**config.mk**
```make
export PLATFORM = sky130hd
export DESIGN_NAME = rtc_bcd_calendar
export DESIGN_NICKNAME = d
export VERILOG_FILES = /design/src/rtl/rtc_cal_pkg.sv /design/src/rtl/rtc_prescaler.sv /design/src/rtl/rtc_bcd_field.sv /design/src/rtl/rtc_regs.sv /design/src/rtl/rtc_bcd_calendar.sv
export SDC_FILE = /design/constraint.sdc
export NUM_CORES = 1
export LEC_CHECK = 0
export BUFFER_PORTS_ARGS = -buffer_cell sky130_fd_sc_hd__buf_4
export CAP_MARGIN = 5
export CORE_MARGIN = 2
export CORE_UTILIZATION = 55
export DETAILED_ROUTE_END_ITERATION = 12
export GPL_TIMING_DRIVEN = 0
export PLACE_DENSITY_LB_ADDON = 0.25
export SETUP_SLACK_MARGIN = 0.1
export SLEW_MARGIN = 20
export SYNTH_ARGS = -nofsm -noshare
export SYNTH_HDL_FRONTEND = slang
export SYNTH_HIERARCHICAL = 1
export SYNTH_SLANG_ARGS = --single-unit
```
**constraint.sdc**
```tcl
create_clock -name clk -period 3.8 [get_ports clk]
set_input_delay 0.76 -clock clk [delete_from_list [all_inputs] [get_ports clk]]
set_output_delay 0.76 -clock clk [all_outputs]
set_load 0.1 [all_outputs]
```
**src/rtl/rtc_cal_pkg.sv**
```systemverilog
package rtc_cal_pkg;
  localparam int NUM_FIELDS = 7;
  localparam int F_SEC  = 0;
  localparam int F_MIN  = 1;
  localparam int F_HOUR = 2;
  localparam int F_DAY  = 3;
  localparam int F_MON  = 4;
  localparam int F_YEAR = 5;
  localparam int F_WDAY = 6;
  localparam int NUM_EVT = 4;

  localparam logic [7:0] ADR_CTRL = 8'h40;
  localparam logic [7:0] ADR_STAT = 8'h44;
  localparam logic [7:0] ADR_INTR = 8'h48;
  localparam int TMR_EN_BIT = 2;

  function automatic logic [7:0] field_lo(input int idx);
    return (idx == F_DAY || idx == F_MON) ? 8'h01 : 8'h00;
  endfunction

  function automatic logic [7:0] bcd_next(input logic [7:0] v);
    return (v[3:0] >= 4'd9) ? {v[7:4] + 4'd1, 4'd0} : {v[7:4], v[3:0] + 4'd1};
  endfunction

  function automatic logic bcd_leap(input logic [7:0] y);
    if (y[4])
      return (y[3:0] == 4'd2) || (y[3:0] == 4'd6);
    return (y[3:0] == 4'd0) || (y[3:0] == 4'd4) || (y[3:0] == 4'd8);
  endfunction

  function automatic logic [7:0] month_days(input logic [7:0] m, input logic [7:0] y);
    case (m)
      8'h02: return bcd_leap(y) ? 8'h29 : 8'h28;
      8'h04, 8'h06, 8'h09, 8'h11: return 8'h30;
      default: return 8'h31;
    endcase
  endfunction
endpackage

```
**src/rtl/rtc_prescaler.sv**
```systemverilog
module rtc_prescaler #(
  parameter int TICKS_PER_SEC = 32768
) (
  input  logic clk,
  input  logic rst_n,
  input  logic tick,
  input  logic run,
  output logic busy,
  output logic sec_stb
);
  localparam int CNT_W = (TICKS_PER_SEC > 2) ? $clog2(TICKS_PER_SEC) : 1;
  localparam logic [CNT_W-1:0] LAST = CNT_W'(TICKS_PER_SEC - 1);

  logic [CNT_W-1:0] cnt_q;
  logic at_last;

  assign at_last = (cnt_q == LAST);
  assign busy    = run && at_last;
  assign sec_stb = run && tick && at_last;

  always_ff @(posedge clk or negedge rst_n) begin
    if (!rst_n)
      cnt_q <= '0;
    else if (run && tick)
      cnt_q <= at_last ? '0 : cnt_q + 1'b1;
  end
endmodule

```
**src/rtl/rtc_bcd_field.sv**
```systemverilog
module rtc_bcd_field #(
  parameter logic [7:0] RST_VAL = 8'h00
) (
  input  logic       clk,
  input  logic       rst_n,
  input  logic       inc,
  input  logic [7:0] lo,
  input  logic [7:0] hi,
  input  logic       wr,
  input  logic [7:0] wdata,
  output logic [7:0] val,
  output logic       wrap
);
  import rtc_cal_pkg::*;

  logic at_top;
  assign at_top = (val >= hi);
  assign wrap   = inc && at_top;

  always_ff @(posedge clk or negedge rst_n) begin
    if (!rst_n)
      val <= RST_VAL;
    else if (wr)
      val <= wdata;
    else if (inc)
      val <= at_top ? lo : bcd_next(val);
  end
endmodule

```
**src/rtl/rtc_regs.sv**
```systemverilog
module rtc_regs
  import rtc_cal_pkg::*;
(
  input  logic                             clk,
  input  logic                             rst_n,
  input  logic [7:0]                       bus_addr,
  input  logic                             bus_we,
  input  logic [7:0]                       bus_wdata,
  output logic [7:0]                       bus_rdata,
  input  logic [NUM_FIELDS-1:0][7:0]       fld_val,
  output logic [NUM_FIELDS-1:0]            fld_wr,
  input  logic                             busy,
  input  logic [NUM_EVT-1:0]               ev_set,
  output logic [NUM_EVT-1:0]               evt_q,
  output logic                             run,
  output logic                             irq_timer
);
  logic [7:0] ctrl_q;
  logic       ten_q;
  logic [NUM_EVT-1:0] ev_clr;

  for (genvar g = 0; g < NUM_FIELDS; g++) begin : g_dec
    assign fld_wr[g] = bus_we && (bus_addr == 8'(4 * g));
  end

  assign ev_clr    = (bus_we && bus_addr == ADR_STAT) ? bus_wdata[2 +: NUM_EVT] : '0;
  assign run       = ctrl_q[0];
  assign irq_timer = ten_q && evt_q[0];

  always_ff @(posedge clk or negedge rst_n) begin
    if (!rst_n) begin
      ctrl_q <= '0;
      ten_q  <= 1'b0;
      evt_q  <= '0;
    end else begin
      if (bus_we && bus_addr == ADR_CTRL) ctrl_q <= bus_wdata;
      if (bus_we && bus_addr == ADR_INTR) ten_q <= bus_wdata[TMR_EN_BIT];
      evt_q <= (evt_q & ~ev_clr) | ev_set;
    end
  end

  always_comb begin
    bus_rdata = 8'h00;
    for (int i = 0; i < NUM_FIELDS; i++)
      if (bus_addr == 8'(4 * i)) bus_rdata = fld_val[i];
    case (bus_addr)
      ADR_CTRL: bus_rdata = ctrl_q;
      ADR_STAT: bus_rdata = {2'b00, evt_q, run, busy};
      ADR_INTR: bus_rdata = {5'b0, ten_q, 2'b00};
      default: ;
    endcase
  end
endmodule

```
**src/rtl/rtc_bcd_calendar.sv**
```systemverilog
module rtc_bcd_calendar
  import rtc_cal_pkg::*;
#(
  parameter int TICKS_PER_SEC = 32768
) (
  input  logic       clk,
  input  logic       rst_n,
  input  logic       tick,
  input  logic [7:0] bus_addr,
  input  logic       bus_we,
  input  logic [7:0] bus_wdata,
  output logic [7:0] bus_rdata,
  output logic       irq_timer
);
  logic run, busy, sec_stb;
  logic [NUM_FIELDS-1:0][7:0] fld_q;
  logic [NUM_FIELDS-1:0][7:0] lo_v, hi_v;
  logic [NUM_FIELDS-1:0]      inc_v, wrap, fld_wr;
  logic [NUM_EVT-1:0]         ev_set, evt_q;

  rtc_prescaler #(.TICKS_PER_SEC(TICKS_PER_SEC)) u_presc (
    .clk(clk), .rst_n(rst_n), .tick(tick), .run(run),
    .busy(busy), .sec_stb(sec_stb)
  );

  // carry chain, driven from pre-update values
  assign inc_v[F_SEC]  = sec_stb;
  assign inc_v[F_MIN]  = wrap[F_SEC];
  assign inc_v[F_HOUR] = wrap[F_MIN];
  assign inc_v[F_DAY]  = wrap[F_HOUR];
  assign inc_v[F_MON]  = wrap[F_DAY];
  assign inc_v[F_YEAR] = wrap[F_MON];
  assign inc_v[F_WDAY] = wrap[F_HOUR];

  assign hi_v[F_SEC]  = 8'h59;
  assign hi_v[F_MIN]  = 8'h59;
  assign hi_v[F_HOUR] = 8'h23;
  assign hi_v[F_DAY]  = month_days(fld_q[F_MON], fld_q[F_YEAR]);
  assign hi_v[F_MON]  = 8'h12;
  assign hi_v[F_YEAR] = 8'h99;
  assign hi_v[F_WDAY] = 8'h06;

  for (genvar g = 0; g < NUM_FIELDS; g++) begin : g_fld
    assign lo_v[g] = field_lo(g);
    rtc_bcd_field #(.RST_VAL(field_lo(g))) u_field (
      .clk(clk), .rst_n(rst_n), .inc(inc_v[g]), .lo(lo_v[g]), .hi(hi_v[g]),
      .wr(fld_wr[g]), .wdata(bus_wdata), .val(fld_q[g]), .wrap(wrap[g])
    );
  end

  assign ev_set = {wrap[F_HOUR], wrap[F_MIN], wrap[F_SEC], sec_stb};

  rtc_regs u_regs (
    .clk(clk), .rst_n(rst_n), .bus_addr(bus_addr), .bus_we(bus_we),
    .bus_wdata(bus_wdata), .bus_rdata(bus_rdata), .fld_val(fld_q),
    .fld_wr(fld_wr), .busy(busy), .ev_set(ev_set), .evt_q(evt_q),
    .run(run), .irq_timer(irq_timer)
  );
endmodule

```
==> flow_summary.yaml <==
final_layout:
  multi_input_area_um2: 6150
  diodes: 0
  area_delta_synth_final_pct: 15.3
  stdcell_area_um2: 9500
  nFillCells: 1269
  drive_above_1_share_pct: 13.5
  area.sequential_um2: 2110
  nNetsFinal: 1210
timing:
  setup_tns_ns: 0
  worstMarginPinSlew_ns: 0.843
  max_freq_mhz: 278
  min_period_ns: 3.60
  finalCritPeriodShare_pct: 94.7
  clock_skew_ns: 0.0107
  layout_setup_ws_ns: 0.201
  grt_setup_unrepaired: "no"
  hold_viol: 0
  setup-violations-final: 0
  max_slew_margin_pct: 43.4
  slew_viol_final: 0
yosys:
  ys.warnings.count: 6
  synthCells: 950
  syn_area_per_cell_um2: 8.67
  syn_area_um2: 8240
die:
  rows: 44
  pin_count: 29
  core_area_um2: 14600
  die_height_um: 126
  die_width_um: 126
  dieArea_um2: 16000
  start_util_pct: 56.5
place:
  place_area_um2: 9080
  port-buffer-count: 27
  dp_hpwl_um: 15700
  place_congestion: 0.916
  dp_slack_ns: -0.951
drt:
  first_pass_iters: 5
  drt-total-wl_um: 22100
  drt-initial-drc-count: 625
  via_count: 7650
  avgRoutedWirePerCell_um: 17.1
  ant_nets: 0
  vias_per_cell: 5.91
  drc: 0
grt:
  grt_pass1_wl_um: 36100
  antenna_found_initial: 0
  grt.overflow.total: 0
  track_usage_pct: 27.9
  grt_max_degree: 85
  grt_pass1_vias: 7013
power:
  p_leak_uw: 0.00463
  powerDensity_nw_per_um2: 251
  ir_drop_v: 0.000213
worst_hold_path:
  hold_path.class: "primary input to asynchronous set/reset pin"
setup_path:
  path_max_fanout: 8
  cp-start-kind: "primary input"
  required_ns: 3.04
  cp-end-kind: "primary output"
  crit_type: "primary input to primary output"
  critPathArrivalTime_ns: 2.84
clock_network:
  htreeDepth: 3
  cts_tree: "built"
  clkLatencyLatePin_ns: 0.36
  clock-sinks: 84
  path_clk_slew_ns: 0.06
  numCtsBuffers: 9
  cts_root_buffer: "clkbuf_16"
  cts_buffer_depth: 2
outcome:
  status: "complete, no violations"
flow_run:
  drv_cap: 0
metal layers:
layer	GRT usage, %	wire length [um]	vias to the layer above
li1	-	-	3698
met1	39.5	9900	3633
met2	43.4	10000	276
met3	5.10	1610	43
met4	8.40	542	0
met5	0	0	-
sequential cells by signal, summed over array words and instances, names as in the netlist:
| name | count |
|---|---|
| u_presc/cnt_q | 15 |
| g_fld.u_field/val | 56 |
| u_regs/evt_q | 4 |
| u_regs/ten_q | 1 |
| u_regs/ctrl_q | 8 |
repair_timing:
| item | 4_1_cts | 5_1_grt |
|---|---|---|
| resized for setup | 10 | 9 |
| pin swaps | 1 | 4 |
| hold buffers | 0 | 0 |
| endpoints found under the setup margin | 32 | 15 |
| setup buffers | 0 | 10 |
cells in the final DEF (no fill, tap or decap), types with 9 or more instances in the layout:
| master | n |
|---|---|
| mux2_2 | 14 |
| a22oi_1 | 15 |
| clkbuf_16 | 9 |
| clkbuf_1 | 13 |
| a21oi_1 | 42 |
| inv_1 | 71 |
| nand4_1 | 13 |
| nor2_1 | 73 |
| conb_1 | 109 |
| o211ai_1 | 22 |
| ha_1 | 85 |
| xnor2_1 | 16 |
| or4b_1 | 16 |
| xor2_1 | 10 |
| o21a_1 | 14 |
| and2_4 | 10 |
| nand3_1 | 39 |
| mux2i_1 | 64 |
| nor3_1 | 19 |
| nand2_1 | 55 |
| o21ai_0 | 44 |
| dfrtp_1 | 80 |
| nand2b_1 | 29 |
| nor3b_1 | 13 |
| buf_4 | 44 |
per-stage QoR:
stage	std cells	hold WS (ns)	util, %	total power, uW
2_1_floorplan	1057	0.444	-	1370
3_3_place_gp	1268	0.458	62.2	1500
3_5_place_dp	1268	0.464	62.2	1520
4_1_cts	1284	0.479	64.3	2380
5_1_grt	1294	0.511	65.1	2510
6_report	1294	0.453	65.1	2390
worst paths after layout:
kind / startpoint / to / slack (ns) / cells after the start
setup / recovery: bus_addr[2] / bus_rdata[4] / 0.20 / 6
max in group asynchronous: rst_n / g_fld[3].u_field/val[1] / 2.78 / 1
setup reg to reg: g_fld[4].u_field/val[4] / g_fld[5].u_field/val[5] / 0.31 / 13
min in group clk: u_regs/evt_q[3] / u_regs/evt_q[3] / 0.48 / 1
hold / removal: rst_n / g_fld[4].u_field/val[4] / 0.45 / 1
hold reg to reg: u_regs/evt_q[3] / u_regs/evt_q[3] / 0.48 / 1
power breakdown:
part           leakage [uW]  internal [uW]  total [uW]  switching [uW]
Sequential         0.000947            928         991            63.4
Combinational       0.00355            231         534             302
Clock              0.000126            451         864             413
Total               0.00463           1610        2390             779
cell type report:
type	count	share of cell area [%]
plain buffers	35	1.86
clock buffers	9	2.37
clock inverters	7	0.619
inverters	71	2.81
multi-input cells	867	64.8
flip-flops and latches	84	22.2
well taps	184	2.42
repair buffers	37	2.96
worst max-delay path, cell delays in order:
cell	delay (ns)
clkbuf_1	0.20
a211oi_1	0.70
nand2_1	0.34
o211ai_1	0.33
a221o_1	0.22
buf_4	0.30
(Power assumes the default switching activity.)
